===== src/rtl/spi_ctl_pkg.sv =====
`timescale 1ns/1ps
package spi_ctl_pkg;
  localparam int DW        = 8;
  localparam int IDXW      = $clog2(DW) + 1;
  localparam int EDGEW     = $clog2(2 * DW);
  localparam int HALF_W    = 7;

  // Control byte layout: the bit positions are decoded by software.
  typedef struct packed {
    logic       irq_en;
    logic       enable;
    logic       lsb_first;
    logic       is_master;
    logic       cpol;
    logic       cpha;
    logic [1:0] rate;
  } ctrl_t;

  // Serial clock half period in system clocks for each rate code.
  function automatic logic [HALF_W-1:0] half_period(input logic [1:0] rate);
    logic [HALF_W-1:0] h;
    case (rate)
      2'd0:    h = HALF_W'(2);
      2'd1:    h = HALF_W'(8);
      2'd2:    h = HALF_W'(32);
      default: h = HALF_W'(64);
    endcase
    return h;
  endfunction

  // Bit sent in slot idx of a character for the chosen order.
  function automatic logic pick_bit(input logic [DW-1:0] b,
                                    input logic [IDXW-1:0] idx,
                                    input logic lsb);
    logic [IDXW-2:0] i;
    i = idx[IDXW-2:0];
    return lsb ? b[i] : b[~i];
  endfunction

  // Place a captured bit into the receive word for the chosen order.
  function automatic logic [DW-1:0] shift_in(input logic [DW-1:0] rx,
                                             input logic s,
                                             input logic lsb);
    return lsb ? {s, rx[DW-1:1]} : {rx[DW-2:0], s};
  endfunction
endpackage


===== src/rtl/spi_rate_gen.sv =====
`timescale 1ns/1ps
module spi_rate_gen
  import spi_ctl_pkg::*;
(
  input  logic       clk,
  input  logic       rst_n,
  input  logic       run,
  input  logic [1:0] rate,
  output logic       tick
);
  logic [HALF_W-1:0] cnt;
  logic [HALF_W-1:0] half_m1;

  assign half_m1 = half_period(rate) - 1'b1;
  assign tick    = run && (cnt >= half_m1);

  always_ff @(posedge clk or negedge rst_n) begin
    if (!rst_n)           cnt <= '0;
    else if (!run || tick) cnt <= '0;
    else                  cnt <= cnt + 1'b1;
  end

  // the shortest half period is two clocks, so ticks never abut.
  a_r7_tick_gap: assert property (@(posedge clk) disable iff (!rst_n)
    tick |=> !tick);
endmodule


===== src/rtl/spi_bit_engine.sv =====
`timescale 1ns/1ps
module spi_bit_engine
  import spi_ctl_pkg::*;
(
  input  logic             clk,
  input  logic             rst_n,
  input  logic             start,
  input  logic             abort,
  input  logic             ev_lead,
  input  logic             ev_trail,
  input  logic             cpha,
  input  logic             lsb_first,
  input  logic [DW-1:0]    tx_byte,
  input  logic             ser_in,
  output logic             busy,
  output logic [EDGEW-1:0] edge_cnt,
  output logic             out_bit,
  output logic             done,
  output logic [DW-1:0]    rx_byte
);
  localparam logic [EDGEW-1:0] LAST_EDGE = EDGEW'(2 * DW - 1);
  localparam logic [IDXW-1:0]  ALL_BITS  = IDXW'(DW);

  logic [DW-1:0]   tx_q;
  logic [IDXW-1:0] bit_idx;
  logic [DW-1:0]   rx_next;
  logic            any_ev, sample_ev, shift_ev, last_ev;

  assign any_ev    = busy && (ev_lead || ev_trail);
  assign sample_ev = busy && (cpha ? ev_trail : ev_lead);
  assign shift_ev  = busy && (cpha ? ev_lead : ev_trail);
  assign last_ev   = any_ev && (edge_cnt == LAST_EDGE);
  assign rx_next   = sample_ev ? shift_in(rx_byte, ser_in, lsb_first) : rx_byte;

  always_ff @(posedge clk or negedge rst_n) begin
    if (!rst_n) begin
      busy     <= 1'b0;
      edge_cnt <= '0;
      out_bit  <= 1'b0;
      done     <= 1'b0;
      rx_byte  <= '0;
      tx_q     <= '0;
      bit_idx  <= '0;
    end else begin
      done <= 1'b0;
      if (abort) begin
        busy     <= 1'b0;
        edge_cnt <= '0;
      end else if (start && !busy) begin
        busy     <= 1'b1;
        edge_cnt <= '0;
        tx_q     <= tx_byte;
        if (!cpha) begin
          out_bit <= pick_bit(tx_byte, '0, lsb_first);
          bit_idx <= IDXW'(1);
        end else begin
          bit_idx <= '0;
        end
      end else if (any_ev) begin
        rx_byte <= rx_next;
        if (shift_ev && (bit_idx < ALL_BITS)) begin
          out_bit <= pick_bit(tx_q, bit_idx, lsb_first);
          bit_idx <= bit_idx + 1'b1;
        end
        if (last_ev) begin
          busy     <= 1'b0;
          edge_cnt <= '0;
          done     <= 1'b1;
        end else begin
          edge_cnt <= edge_cnt + 1'b1;
        end
      end
    end
  end

  // a finished character has had every one of its bits shifted out.
  a_r4_all_bits_sent: assert property (@(posedge clk) disable iff (!rst_n)
    done |-> (bit_idx == ALL_BITS));
  // the edge counter rests at zero between transfers.
  a_r4_idle_counter: assert property (@(posedge clk) disable iff (!rst_n)
    !busy |-> (edge_cnt == '0));
  // completion is a single-cycle event.
  a_r8_done_pulse: assert property (@(posedge clk) disable iff (!rst_n)
    done |=> !done);
endmodule


===== src/rtl/spi_reg_file.sv =====
`timescale 1ns/1ps
module spi_reg_file
  import spi_ctl_pkg::*;
#(
  parameter int AW = 2,
  parameter logic [AW-1:0] ADDR_CTRL = 2'd0,
  parameter logic [AW-1:0] ADDR_STAT = 2'd1,
  parameter logic [AW-1:0] ADDR_DATA = 2'd2
) (
  input  logic          clk,
  input  logic          rst_n,
  input  logic [AW-1:0] bus_addr,
  input  logic          bus_wr,
  input  logic          bus_rd,
  input  logic [DW-1:0] bus_wdata,
  output logic [DW-1:0] bus_rdata,
  input  logic          glob_irq_en,
  input  logic          irq_ack,
  input  logic          xfer_done,
  input  logic [DW-1:0] rx_byte,
  input  logic          busy,
  output ctrl_t         ctrl,
  output logic [DW-1:0] tx_buf,
  output logic          data_wr_ok,
  output logic          irq
);
  logic          sel_c, sel_s, sel_d, data_acc;
  logic          flag, armed;
  logic [DW-1:0] rx_buf;

  assign sel_c      = (bus_addr == ADDR_CTRL);
  assign sel_s      = (bus_addr == ADDR_STAT);
  assign sel_d      = (bus_addr == ADDR_DATA);
  assign data_acc   = (bus_wr || bus_rd) && sel_d;
  assign data_wr_ok = bus_wr && sel_d && !busy;
  assign irq        = flag && ctrl.irq_en && glob_irq_en;

  always_ff @(posedge clk or negedge rst_n) begin
    if (!rst_n) begin
      ctrl   <= '0;
      tx_buf <= '0;
      rx_buf <= '0;
    end else begin
      if (bus_wr && sel_c) ctrl   <= ctrl_t'(bus_wdata);
      if (data_wr_ok)      tx_buf <= bus_wdata;
      if (xfer_done)       rx_buf <= rx_byte;
    end
  end

  // Completion flag: set on done, cleared by status-read-then-data-access or acknowledge.
  always_ff @(posedge clk or negedge rst_n) begin
    if (!rst_n) begin
      flag  <= 1'b0;
      armed <= 1'b0;
    end else if (xfer_done) begin
      flag  <= 1'b1;
      armed <= 1'b0;
    end else if (irq_ack || (armed && data_acc)) begin
      flag  <= 1'b0;
      armed <= 1'b0;
    end else if (bus_rd && sel_s && flag) begin
      armed <= 1'b1;
    end
  end

  always_comb begin
    bus_rdata = '0;
    if (sel_c)      bus_rdata = ctrl;
    else if (sel_s) bus_rdata = {flag, {(DW-1){1'b0}}};
    else if (sel_d) bus_rdata = rx_buf;
  end

  // a control write is visible in the register on the next cycle.
  a_r1_ctrl_written: assert property (@(posedge clk) disable iff (!rst_n)
    (bus_wr && sel_c) |=> (ctrl == ctrl_t'($past(bus_wdata))));
  // the flag only rises after the engine reports completion.
  a_r8_flag_source: assert property (@(posedge clk) disable iff (!rst_n)
    $rose(flag) |-> $past(xfer_done));
  // the flag only drops through acknowledge or a data access.
  a_r9_flag_clear: assert property (@(posedge clk) disable iff (!rst_n)
    $fell(flag) |-> $past(irq_ack || data_acc));
endmodule


===== src/rtl/spi_ctrl.sv =====
`timescale 1ns/1ps
module spi_ctrl
  import spi_ctl_pkg::*;
(
  input  logic       clk,
  input  logic       rst_n,
  input  logic [1:0] bus_addr,
  input  logic       bus_wr,
  input  logic       bus_rd,
  input  logic [7:0] bus_wdata,
  output logic [7:0] bus_rdata,
  input  logic       glob_irq_en,
  input  logic       irq_ack,
  output logic       irq,
  output logic       sck_o,
  output logic       sck_oe,
  input  logic       sck_i,
  output logic       mosi_o,
  output logic       mosi_oe,
  input  logic       mosi_i,
  output logic       miso_o,
  output logic       miso_oe,
  input  logic       miso_i,
  output logic       ss_n_o,
  output logic       ss_n_oe,
  input  logic       ss_n_i
);
  ctrl_t            ctrl;
  logic [DW-1:0]    tx_buf, rx_byte;
  logic             data_wr_ok, busy, done, out_bit, tick;
  logic [EDGEW-1:0] edge_cnt;

  logic             master_mode, slave_mode;
  logic [2:0]       sck_s;
  logic [1:0]       ss_s;
  logic             slv_sel, slv_sel_q, slv_edge, slv_lead, slv_trail;
  logic             master_go, start, abort, ev_lead, ev_trail, ser_in;

  assign master_mode = ctrl.enable && ctrl.is_master;
  assign slave_mode  = ctrl.enable && !ctrl.is_master;

  spi_reg_file #(.AW(2)) u_regs (
    .clk(clk), .rst_n(rst_n), .bus_addr(bus_addr), .bus_wr(bus_wr),
    .bus_rd(bus_rd), .bus_wdata(bus_wdata), .bus_rdata(bus_rdata),
    .glob_irq_en(glob_irq_en), .irq_ack(irq_ack), .xfer_done(done),
    .rx_byte(rx_byte), .busy(busy), .ctrl(ctrl), .tx_buf(tx_buf),
    .data_wr_ok(data_wr_ok), .irq(irq)
  );

  // Slave-side input synchronisers.
  always_ff @(posedge clk or negedge rst_n) begin
    if (!rst_n) begin
      sck_s     <= '0;
      ss_s      <= '1;
      slv_sel_q <= 1'b0;
      master_go <= 1'b0;
    end else begin
      sck_s     <= {sck_s[1:0], sck_i};
      ss_s      <= {ss_s[0], ss_n_i};
      slv_sel_q <= slv_sel;
      master_go <= data_wr_ok && master_mode;
    end
  end

  assign slv_sel   = slave_mode && !ss_s[1];
  assign slv_edge  = slv_sel && (sck_s[2] != sck_s[1]);
  assign slv_lead  = slv_edge && (sck_s[1] != ctrl.cpol);
  assign slv_trail = slv_edge && (sck_s[1] == ctrl.cpol);

  spi_rate_gen u_rate (
    .clk(clk), .rst_n(rst_n), .run(busy && master_mode),
    .rate(ctrl.rate), .tick(tick)
  );

  assign start    = master_mode ? master_go : (slv_sel && !slv_sel_q);
  assign abort    = busy && (!ctrl.enable || (!ctrl.is_master && !slv_sel));
  assign ev_lead  = master_mode ? (tick && !edge_cnt[0]) : slv_lead;
  assign ev_trail = master_mode ? (tick && edge_cnt[0])  : slv_trail;
  assign ser_in   = master_mode ? miso_i : mosi_i;

  spi_bit_engine u_engine (
    .clk(clk), .rst_n(rst_n), .start(start), .abort(abort),
    .ev_lead(ev_lead), .ev_trail(ev_trail), .cpha(ctrl.cpha),
    .lsb_first(ctrl.lsb_first), .tx_byte(tx_buf), .ser_in(ser_in),
    .busy(busy), .edge_cnt(edge_cnt), .out_bit(out_bit), .done(done),
    .rx_byte(rx_byte)
  );

  assign sck_o   = ctrl.cpol ^ (busy && master_mode && edge_cnt[0]);
  assign sck_oe  = master_mode;
  assign mosi_o  = out_bit;
  assign mosi_oe = master_mode;
  assign ss_n_o  = !(busy && master_mode);
  assign ss_n_oe = master_mode;
  assign miso_o  = out_bit;
  assign miso_oe = slv_sel;

  // with select high the master clock sits at the polarity level.
  a_r4_idle_level: assert property (@(posedge clk) disable iff (!rst_n)
    (master_mode && ss_n_o) |-> (sck_o == ctrl.cpol));
  // a disabled block drives none of its lines.
  a_r11_no_drive: assert property (@(posedge clk) disable iff (!rst_n)
    !ctrl.enable |-> !(sck_oe || mosi_oe || ss_n_oe || miso_oe));
endmodule


===== config.mk =====
export PLATFORM = sky130hd
export DESIGN_NAME = spi_ctrl
export DESIGN_NICKNAME = d
export VERILOG_FILES = /design/src/rtl/spi_ctl_pkg.sv /design/src/rtl/spi_rate_gen.sv /design/src/rtl/spi_bit_engine.sv /design/src/rtl/spi_reg_file.sv /design/src/rtl/spi_ctrl.sv
export SDC_FILE = /design/constraint.sdc
export NUM_CORES = 1
export LEC_CHECK = 0
export BUFFER_PORTS_ARGS = -buffer_cell sky130_fd_sc_hd__buf_4
export CAP_MARGIN = 20
export CORE_UTILIZATION = 53
export DETAILED_ROUTE_END_ITERATION = 8
export PLACE_DENSITY = 0.76
export SYNTH_ARGS = -nofsm -noshare
export SYNTH_HDL_FRONTEND = slang
export SYNTH_SLANG_ARGS = --single-unit

===== constraint.sdc =====
create_clock -name clk -period 2.2 [get_ports clk]
set_input_delay 0.22 -clock clk [delete_from_list [all_inputs] [get_ports clk]]
set_output_delay 0.22 -clock clk [all_outputs]
set_load 0.02 [all_outputs]

==> results of run 1 <==
per-layer routing:
metal  global-route usage (%)  vias up  routed length, um
li1                         -     1143                  -
met1                     33.1     1234               3440
met2                     40.1       50               3660
met3                     4.61       10                261
met4                     8.93        0                 80
met5                        0        -                  0
placed cells by master, fill, tap and decap left out, drive strengths merged, types with 2 or more instances in the layout:
cell / instances
dfrtp: 65
buf: 64
mux2: 33
nor2: 25
mux2i: 19
nand2: 14
inv: 12
a21oi: 12
o21ai: 12
clkbuf: 12
ha: 9
a31oi: 7
mux4: 5
nand3: 4
xnor2: 4
nand4: 3
or3b: 3
nor3: 3
and3: 2
xor2: 2
nor2b: 2
o31ai: 2
o211ai: 2
clkinvlp: 2
dlygate4sd3: 2
dfstp: 2
a211oi: 2
nor3b: 2
o211a: 2
o22ai: 2
synthesized netlist by cell type, drive strengths merged, types with 3 or more instances:
| master | instances |
|---|---|
| xnor2 | 4 |
| inv | 12 |
| a31oi | 7 |
| nor3 | 3 |
| clkbuf | 7 |
| mux2 | 33 |
| ha | 9 |
| a21oi | 12 |
| nand3 | 4 |
| or3b | 3 |
| nand2 | 14 |
| mux2i | 19 |
| mux4 | 5 |
| o21ai | 12 |
| dfrtp | 65 |
| buf | 9 |
| nor2 | 25 |
| nand4 | 3 |
timing repair:
action / CTS / global route
setup buffers: 2 / 2
resized for setup: 11 / 16
pin swaps: 7 / 8
gates cloned: 1 / 0
setup endpoints to repair: 18 / 19
hold buffers: 2 / 0
endpoints found under the hold margin: 2 / 0
cell type report:
| class | instances | area [um2] | area share, % |
|---|---|---|---|
| timing repair buffer | 66 | 502 | 12.1 |
| clock buffer | 12 | 145 | 3.49 |
| clock inverter | 4 | 50.0 | 1.20 |
| multi-input combinational | 189 | 1640 | 39.5 |
| inverter | 12 | 45.0 | 1.08 |
| sequential | 67 | 1680 | 40.4 |
| tap | 75 | 93.8 | 2.26 |
kinds of logic (layout without fill, tap and decap cells):
family,Yosys count,in the layout,synth area share [%]
adders and majority gates,9,9,3.37
and+or+nand+nor,66,66,10.1
xor gates and xnor gates,6,6,1.57
DFF,67,67,50.3
buffers and inverters,28,94,4.61
muxes,57,57,20.2
other,1,1,0.112
AOI/OAI and AO/OA,50,50,9.71
sequential cells by signal, summed over array words and instances, names as in the netlist:
name,cells
u_engine.bit_idx,4
u_engine.edge_cnt,4
master_go,1
u_regs.rx_buf,8
u_regs.tx_buf,8
u_regs.armed,1
ss_s,2
u_engine.rx_byte,8
slv_sel_q,1
u_engine.tx_q,8
u_engine.done,1
u_regs.ctrl,8
u_regs.flag,1
sck_s,3
u_engine.busy,1
u_rate.cnt,7
u_engine.out_bit,1
worst max path at each step:
stage | from | end | slack [ns] | cells past startpoint
4_1_cts | u_regs.ctrl[0] | u_engine.edge_cnt[0] | -0.13 | 8
3_5_place_dp | u_regs.ctrl[0] | u_engine.out_bit | -0.19 | 8
2_1_floorplan | u_regs.ctrl[1] | u_engine.edge_cnt[0] | -0.07 | 9
6_report | u_regs.ctrl[1] | u_engine.edge_cnt[0] | -0.22 | 8
3_3_place_gp | u_regs.ctrl[0] | u_engine.rx_byte[0] | -0.15 | 8
5_1_grt | u_regs.ctrl[1] | u_engine.edge_cnt[1] | -0.27 | 9
worst max-delay path, delay by kind of cell (launching register included):
family,cells,cell delay [ns]
AOI/OAI and AO/OA,3,0.53
adders and majority gates,1,0.18
DFF,1,0.46
and+or+nand+nor,4,1.19
power groups by stage:
stage | clock network (W) | registers [W] | logic, W
global route | 0.00108 | 0.00178 | 0.00115
floorplan | 0 | 0.00167 | 0.000727
CTS | 0.00104 | 0.00173 | 0.00102
finish | 0.00103 | 0.00174 | 0.00106
detailed placement | 0 | 0.00175 | 0.000983
global placement | 0 | 0.00174 | 0.000951
through the flow:
step | setup slack [ns] | setup TNS, ns | total power, W | std cells
6_report | -0.221 | -2.11 | 0.00382 | 425
5_1_grt | -0.268 | -3.45 | 0.00401 | 425
4_1_cts | -0.128 | -0.982 | 0.00379 | 424
3_5_place_dp | -0.191 | -2.33 | 0.00273 | 403
3_3_place_gp | -0.148 | -1.42 | 0.00269 | 403
2_1_floorplan | -0.0673 | -0.119 | 0.00240 | 284
==> reports/results.ini, run 1 <==
[sta]
setup_viol = 16
unrepaired_setup_endpoints_after_global_routing = yes
fin_worst_skew_ns = 0.00674
finalCritPeriodShare_pct = 110
max_clock_freq_ghz = 0.413
maxSlewViolCount = 0
hold_worst_slack_ns = -0.0379
finalHoldViolCount = 31
layout_setup_ws_ns = -0.221
final.min_clock_period_ns = 2.42
timing_worst_slew_pin_value_ns = 0.831
max_slew_margin_pct = 44.6

[power_and_ir_drop]
clk_pwr_share_pct = 26.9
power.internal_w = 0.00261
switching_part_of_the_total_pct = 31.7
share_comb_of_total_power_pct = 27.6
seq_power_share_pct = 45.5
power.static_leakage_nw = 1.90
p_sw_w = 0.00121
power.density_mw_per_mm2 = 920
peakVddDrop_mv = 0.606

[global_routing]
grt_max_degree = 68
grt_pass1_wl_mm = 12.0
grt.overflow.total = 0
first_global_vias = 2485
antenna_violations_before_repair = 0
grt_util_overall_pct = 24.7

[finish]
drive_above_1_share_pct = 40.3
fill_cells = 437
design.final.nets = 374
n_antenna_cell = 0
final_core_util_pct = 69.4
design_area_mm2 = 0.00416
layout-area-overhead-vs-synth_pct = 24.5

[setup_path]
worst-r2r-setup-slack_ns = -0.22
timing.critical_path.required_ns = 2.47
reg2reg_to = u_engine.edge_cnt[0]
critical_path.max_fanout = 4
r2r-start = u_regs.ctrl[1]
worstSetupEndpointType = flip-flop
critical_path_class = flip-flop to flip-flop
timing.reg2reg.worst_path_depth = 8
critPathSlowestCell = sky130_fd_sc_hd__or4_4
cp_slowest_stage_delay_ns = 0.52
path_cells = nor2_4 > ha_4 > nor2_1 > or4_4 > o211a_4 > a21bo_2 > or3b_1 > a21oi_2
crit_arrival_ns = 2.69
category_of_the_worst_setup_path_launch_point = flip-flop

[synth]
synthesis.area_mm2 = 0.00334
yosysSeqAreaShare_pct = 50.3
synth.distinct_cells = 54
synthesis.area_per_instance_um2 = 11.8
netlist.top_cell.by_area = sky130_fd_sc_hd__dfrtp_1
post_synth_inst_count = 284
ys_async_sr_fraction_pct = 100
synth_edf_count = 0
yosysWarningCount = 0
synth.top_cells.by_area = sky130_fd_sc_hd__dfrtp_1 49%, sky130_fd_sc_hd__mux2_2 11%, sky130_fd_sc_hd__mux2i_1 5.7%, sky130_fd_sc_hd__ha_1 3.4%, sky130_fd_sc_hd__mux4_2 3.4%
dominantRegCellSynth = sky130_fd_sc_hd__dfrtp_1
synth_top_cell_area_share_pct = 48.7
ys_ff_latch = 67
synthesis.nets = 313

[clocking]
clock_buffer_count_from_cts = 9
cts_htree_levels = 3
cts_tree = yes
ctsRootBufferMaster = sky130_fd_sc_hd__clkbuf_8
clock_latency_on_the_worst_skew_pair_ns = 0.34
cts.sinks = 67
clk_pin_slew_ns = 0.08
cts_max_path_buffers = 2

[placement]
routability_congestion_estimate = 0.792
detailed_place_hpwl_mm = 4.85
dpl_cell_area_mm2 = 0.00378
port-buffer-count = 36

[outcome]
run_status = finished with violations
failed_checks = hold timing, setup timing

[die]
design.core.area_mm2 = 0.00599
core.rowCount = 28
initial_utilization_pct = 55.7
floorplan.die.width_um = 81.4
io_pins = 37
die_height_um = 81.4
floorplan.die_area_mm2 = 0.00662

[flow_run]
drv_cap = 0

[drt]
drt-total-wl_mm = 7.44
firstDrtPassIters = 4
initialDrtViolationCount = 137
drc = 0
route.antenna.remaining_nets = 0
via_per_inst = 5.73
wire_per_inst_um = 17.5
vias_post_dr = 2437

[min_path]
hold_class = input pin to async pin

Power figures use the tool's default switching activity.
==> run 2, diff against run 1 <==
--- a/config.mk
+++ b/config.mk
@@ -7,9 +7,11 @@
 export LEC_CHECK = 0
 export BUFFER_PORTS_ARGS = -buffer_cell sky130_fd_sc_hd__buf_4
 export CAP_MARGIN = 20
-export CORE_UTILIZATION = 53
+export CELL_PAD_IN_SITES_DETAIL_PLACEMENT = 1
+export CELL_PAD_IN_SITES_GLOBAL_PLACEMENT = 1
+export CORE_UTILIZATION = 42
 export DETAILED_ROUTE_END_ITERATION = 8
-export PLACE_DENSITY = 0.76
+export PLACE_DENSITY_LB_ADDON = 0.15
 export SYNTH_ARGS = -nofsm -noshare
 export SYNTH_HDL_FRONTEND = slang
 export SYNTH_SLANG_ARGS = --single-unit
==> constraint.sdc (replaced) <==
create_clock -name clk -period 2.2 [get_ports clk]
set_input_delay 0.11 -clock clk [delete_from_list [all_inputs] [get_ports clk]]
set_output_delay 0.11 -clock clk [all_outputs]
set_load 0.02 [all_outputs]
==> reports/results.ini, run 2 (synthesis results as in run 1) <==
[die]
die_height_um = 91.2  ; +12%
floorplan.die.width_um = 91.2  ; +12%
io_pins = 37  ; unchanged
design.core.area_mm2 = 0.00769  ; +28%
initial_utilization_pct = 43.4  ; -12 points
core.rowCount = 32  ; +14%
floorplan.die_area_mm2 = 0.00831  ; +25%

[placement]
routability_congestion_estimate = 0.770  ; -2.8%
number_of_placed_instances_taps_included = 435  ; +7.9%
detailed_place_hpwl_mm = 5.93  ; +22%
port-buffer-count = 36  ; unchanged

[drt]
firstDrtPassIters = 5  ; +1
via_per_inst = 5.46  ; -4.7%
vias_post_dr = 2552  ; +4.7%
drc = 0  ; unchanged
drt-total-wl_mm = 8.98  ; +21%
initialDrtViolationCount = 104  ; -24%
route.antenna.remaining_nets = 0  ; unchanged
wire_per_inst_um = 19.2  ; +9.8%

[clocking]
cts_htree_levels = 3  ; unchanged
clock_latency_on_the_worst_skew_pair_ns = 0.35  ; about the same
ctsRootBufferMaster = sky130_fd_sc_hd__clkbuf_8
clock_buffer_count_from_cts = 9  ; unchanged
cts_max_path_buffers = 2  ; unchanged
clk_pin_slew_ns = 0.08  ; about the same
cts.sinks = 67  ; unchanged
cts_tree = yes

[finish]
n_antenna_cell = 0  ; unchanged
post_layout_instance_count_excluding_filler_cells = 467  ; +9.9%
layout-area-overhead-vs-synth_pct = 32.6
drive_above_1_share_pct = 44.1  ; +3.8 points
most-common-layout-cells = 69 x sky130_fd_sc_hd__buf_4, 63 x sky130_fd_sc_hd__dfrtp_1, 31 x sky130_fd_sc_hd__mux2_2
final_core_util_pct = 57.6  ; -12 points
mostFrequentLayoutCell = sky130_fd_sc_hd__buf_4
design.final.nets = 389  ; +4.0%

[sta]
fin_worst_skew_ns = 0.0118  ; +0.00503 ns
timing_worst_slew_pin_value_ns = 0.870  ; +0.0389 ns
layout_setup_ws_ns = -0.159  ; +0.0623 ns
final.min_clock_period_ns = 2.36  ; -0.0623 ns
finalCritPeriodShare_pct = 107  ; -2.8 points
maxSlewViolCount = 0  ; unchanged
finalHoldViolCount = 0  ; -100%
setup_viol = 19  ; +3
max_clock_freq_ghz = 0.424  ; +2.6%
max_slew_margin_pct = 42.0  ; -2.6 points
unrepaired_setup_endpoints_after_global_routing = yes

[global_routing]
grt_util_overall_pct = 22.6  ; -2.1 points
antenna_violations_before_repair = 0  ; unchanged
grt_max_degree = 68  ; unchanged
grt_pass1_wl_mm = 14.3  ; +19%
grt.overflow.total = 0  ; unchanged
first_global_vias = 2727  ; +9.7%

[setup_path]
crit_arrival_ns = 2.65  ; -0.04 ns
critical_path.max_fanout = 4  ; unchanged
worstSetupEndpointType = flip-flop
critical_path_class = flip-flop to flip-flop
r2r-start = u_regs.ctrl[1]
cp-startpoint = u_regs.ctrl[1]
category_of_the_worst_setup_path_launch_point = flip-flop
timing.critical_path.required_ns = 2.49  ; +0.02 ns

[power_and_ir_drop]
power.static_leakage_nw = 2.00  ; +5.2%
peakVddDrop_mv = 0.476  ; -21%
power.density_mw_per_mm2 = 927  ; +0.73%

[flow_run]
drv_cap = 0  ; unchanged

[min_path]
hold_class = input pin to flip-flop
worst_hold_startpoint = bus_wdata[0]

[outcome]
run_status = finished with violations
failed_checks = setup timing

==> run 2: changes by cell type in the layout (fill, tap and decap cells not counted), moves of 4 or more <==
| cell | previous run | this run |
|---|---|---|
| sky130_fd_sc_hd__buf_4 | 62 | 69 |
| sky130_fd_sc_hd__dlygate4sd3_1 | 2 | 10 |
| sky130_fd_sc_hd__a21oi_1 | 10 | 5 |
| sky130_fd_sc_hd__clkinv_4 | 0 | 4 |
| sky130_fd_sc_hd__a21oi_2 | 2 | 7 |
==> run 2: layer usage <==
layer | vias up | track usage, % | wire length (um)
met1 | 1301 | 29.6 | 4000
li1 | 1173 | - | -
met3 | 24 | 3.94 | 268
met5 | - | 0 | 0
met4 | 0 | 9.66 | 222
met2 | 54 | 37.0 | 4480
==> run 2: where the power goes <==
part | switching, W | internal (W)
Sequential | 0.000267 | 0.00149
Combinational | 0.000552 | 0.000626
Clock | 0.000521 | 0.000645
==> run 2: worst paths after layout <==
| check | end | slack (ns) | depth (start not counted) |
|---|---|---|---|
| max | u_engine.edge_cnt[0] | -0.16 | 9 |
| min | u_regs.tx_buf[0] | 0.02 | 2 |
| max reg2reg | u_engine.edge_cnt[0] | -0.16 | 9 |
| min reg2reg | sck_s[1] | 0.35 | 0 |
| max in group asynchronous | u_regs.ctrl[1] | 1.19 | 2 |
| min in group asynchronous | u_engine.rx_byte[3] | 0.41 | 2 |
==> run 2: repair_timing <==
item,4_1_cts,5_1_grt
pin swaps,5,7
buffers inserted,2,3
gates cloned,0,1
hold buffers,10,0
setup endpoints to repair,19,19
resized for setup,8,36
endpoints found under the hold margin,80,0
==> run 2: critical path: stages, from the launching register on <==
cell and delay, ns:
sky130_fd_sc_hd__dfrtp_2 0.45, sky130_fd_sc_hd__nand2_2 0.09, sky130_fd_sc_hd__ha_4 0.27, sky130_fd_sc_hd__nand4_1 0.13
sky130_fd_sc_hd__buf_4 0.19, sky130_fd_sc_hd__nor3_4 0.24, sky130_fd_sc_hd__o32ai_4 0.16, sky130_fd_sc_hd__a21bo_1 0.27
sky130_fd_sc_hd__or3b_1 0.38, sky130_fd_sc_hd__a21oi_2 0.12
==> run 2: final cells by class <==
class | count | area [um2]
Clock buffer | 9 | 124
Fill cell | 839 | 3260
Inverter | 12 | 47.5
Tap cell | 102 | 128
Multi-Input combinational cell | 189 | 1710
Sequential cell | 67 | 1680
Timing Repair Buffer | 81 | 634
Clock inverter | 7 | 103
==> run 2: through the flow <==
stage	area, um2	TNS (ns)	setup WS, ns	power, W	hold slack [ns]
after global placement	3850	-1.11	-0.0925	0.00273	0.221
after global routing	4430	-3.54	-0.278	0.00432	0.0165
after detailed placement	3850	-2.95	-0.252	0.00279	0.222
after floorplan	3350	-0.119	-0.0673	0.00240	-0.186
after CTS	4230	-1.11	-0.107	0.00400	0.00379
final	4430	-1.61	-0.159	0.00410	0.0162
==> run 3, diff against run 2 <==
--- a/config.mk
+++ b/config.mk
@@ -11,6 +11,7 @@
 export CELL_PAD_IN_SITES_GLOBAL_PLACEMENT = 1
 export CORE_UTILIZATION = 42
 export DETAILED_ROUTE_END_ITERATION = 8
+export MAX_ROUTING_LAYER = met4
 export PLACE_DENSITY_LB_ADDON = 0.15
 export SYNTH_ARGS = -nofsm -noshare
 export SYNTH_HDL_FRONTEND = slang
==> reports/results.ini, run 3 (synthesis results as in run 1) <==
[setup_path]
worstSetupEndpointType = flip-flop
timing.critical_path.required_ns = 2.48  ; about the same
worst_path_dominant_cell_family = simple AND/OR/NAND/NOR gates
worst-r2r-setup-slack_ns = -0.16  ; about the same
reg2reg_to = u_engine.edge_cnt[0]
r2r-start = u_regs.ctrl[1]
category_of_the_worst_setup_path_launch_point = flip-flop
critical_path_class = flip-flop to flip-flop
number_of_buffers_and_inverters_on_the_critical_path = 1  ; unchanged
cp_slowest_stage_delay_ns = 0.45  ; about the same
crit_arrival_ns = 2.64  ; about the same
timing.reg2reg.worst_path_depth = 9  ; unchanged
critPathSlowestCell = sky130_fd_sc_hd__dfrtp_2
critical_path.max_fanout = 4  ; unchanged
path_cells = nand2_2 > ha_4 > nand4_1 > buf_4 > nor3_4 > o32ai_4 > a21bo_1 > or3b_1 > a21oi_2

[power_and_ir_drop]
seq_power_share_pct = 42.8  ; about the same
power.static_leakage_nw = 2.00  ; about the same
power.density_mw_per_mm2 = 931  ; +0.42%
switching_part_of_the_total_pct = 32.8  ; +0.15 points
power.internal_w = 0.00277  ; +0.40%
total_power_w = 0.00413  ; +0.62%
p_sw_w = 0.00135  ; +1.1%
share_comb_of_total_power_pct = 29.0  ; +0.3 points
clk_pwr_share_pct = 28.2  ; -0.2 points
peakVddDrop_mv = 0.481  ; +0.99%

[sta]
finalSetupTns_ns = -1.58  ; +0.0344 ns
setup_viol = 19  ; unchanged
maxSlewViolCount = 0  ; unchanged
hold_worst_slack_ns = 0.0199  ; +0.00375 ns
final.min_clock_period_ns = 2.36  ; +0.00496 ns
max_clock_freq_ghz = 0.423  ; -0.21%
unrepaired_setup_endpoints_after_global_routing = yes
layout_setup_ws_ns = -0.164  ; -0.00496 ns
fin_worst_skew_ns = 0.0128  ; +0.00101 ns
finalHoldViolCount = 0  ; unchanged
max_slew_margin_pct = 42.2  ; +0.19 points
timing_worst_slew_pin_value_ns = 0.867  ; -0.00291 ns
finalCritPeriodShare_pct = 107  ; +0.23 points

[drt]
initialDrtViolationCount = 138  ; +33%
route.antenna.remaining_nets = 0  ; unchanged
drc = 0  ; unchanged
drt-total-wl_mm = 9.06  ; +0.94%
vias_post_dr = 2551  ; -0.039%
firstDrtPassIters = 4  ; -1
wire_per_inst_um = 19.4  ; +0.94%
via_per_inst = 5.46  ; about the same

[global_routing]
grt_pass1_wl_mm = 14.3  ; +0.24%
first_global_vias = 2719  ; -0.29%
grt_util_overall_pct = 23.3  ; +0.71 points
grt.overflow.total = 0  ; unchanged
grt_max_degree = 68  ; unchanged
antenna_violations_before_repair = 0  ; unchanged

[placement]
port-buffer-count = 36  ; unchanged
dp_worst_setup_slack_ns = -0.252  ; unchanged
routability_congestion_estimate = 0.780  ; +1.3%
detailed_place_hpwl_mm = 5.93  ; unchanged
dpl_cell_area_mm2 = 0.00385  ; unchanged

[clocking]
clock_buffer_count_from_cts = 9  ; unchanged
clock_latency_on_the_worst_skew_pair_ns = 0.35  ; about the same
cts_htree_levels = 3  ; unchanged
clk_pin_slew_ns = 0.08  ; about the same
cts_tree = yes
ctsRootBufferMaster = sky130_fd_sc_hd__clkbuf_8
cts_max_path_buffers = 2  ; unchanged
cts.sinks = 67  ; unchanged

[die]
io_pins = 37  ; unchanged
die_height_um = 91.2  ; unchanged
initial_utilization_pct = 43.4  ; unchanged
design.core.area_mm2 = 0.00769  ; unchanged
core.rowCount = 32  ; unchanged
floorplan.die_area_mm2 = 0.00831  ; unchanged
floorplan.die.width_um = 91.2  ; unchanged

[min_path]
hold_class = input pin to flip-flop
worst_hold_startpoint = bus_wdata[0]
min_path_cells = 2  ; unchanged
worstHoldEndpoint = u_regs.tx_buf[0]

[finish]
design.final.nets = 389  ; unchanged
n_antenna_cell = 0  ; unchanged
mostFrequentLayoutCell = sky130_fd_sc_hd__buf_4
design_area_mm2 = 0.00444  ; +0.20%
drive_above_1_share_pct = 44.1  ; unchanged
most-common-layout-cells = 69 x sky130_fd_sc_hd__buf_4, 63 x sky130_fd_sc_hd__dfrtp_1, 31 x sky130_fd_sc_hd__mux2_2
layout-area-overhead-vs-synth_pct = 32.9

[flow_run]
drv_cap = 0  ; unchanged

[outcome]
failed_checks = setup timing
run_status = finished with violations

run 3: cell counts in the layout (fill, tap and decap cells not counted):
Identical to the previous run, type by type.
run 3: cell type report:
type / count / area (um2)
Fill cell: 835 / 3250
Multi-Input combinational cell: 189 / 1720
Sequential cell: 67 / 1680
Timing Repair Buffer: 81 / 634
Tap cell: 102 / 128
Clock buffer: 9 / 124
Clock inverter: 7 / 103
Inverter: 12 / 47.5
run 3: metrics by stage:
step / std cells / utilization, %
after floorplan: 284 / -
after global placement: 435 / 50.1
after detailed placement: 435 / 50.1
after CTS: 463 / 55.0
after global routing: 467 / 57.7
final: 467 / 57.7
run 3: repair_timing:
item	CTS	global route
endpoints found under the setup margin	19	19
gates resized for setup	8	37
pin swaps	5	8
setup buffers	2	3
hold endpoints to repair	80	0
hold buffers	10	0
cloned	0	1
run 3: power groups by stage:
| stage | Clock (W) | Sequential (W) | Combinational, W |
|---|---|---|---|
| floorplan | 0 | 0.00167 | 0.000727 |
| global placement | 0 | 0.00175 | 0.000980 |
| detailed placement | 0 | 0.00177 | 0.00102 |
| CTS | 0.00119 | 0.00174 | 0.00106 |
| global route | 0.00124 | 0.00182 | 0.00129 |
| finish | 0.00116 | 0.00177 | 0.00120 |
run 3: worst max path at each step:
stage              startpoint              endpoint  depth (start not counted)  slack [ns]
2_1_floorplan  u_regs.ctrl[1]  u_engine.edge_cnt[0]                          9       -0.07
3_3_place_gp   u_regs.ctrl[1]   u_engine.rx_byte[0]                          8       -0.09
3_5_place_dp   u_regs.ctrl[1]  u_engine.edge_cnt[3]                          8       -0.25
4_1_cts        u_regs.ctrl[1]  u_engine.edge_cnt[0]                          8       -0.11
5_1_grt        u_regs.ctrl[1]   u_engine.bit_idx[0]                         10       -0.27
6_report       u_regs.ctrl[1]  u_engine.edge_cnt[0]                          9       -0.16
run 3: layer usage:
metal | share of wire [%] | vias up | GRT usage [%]
li1 | - | 1174 | -
met1 | 45 | 1312 | 30.0
met2 | 50 | 45 | 36.8
met3 | 2.6 | 20 | 3.85
met4 | 2.3 | 0 | 9.66
met5 | 0 | - | -
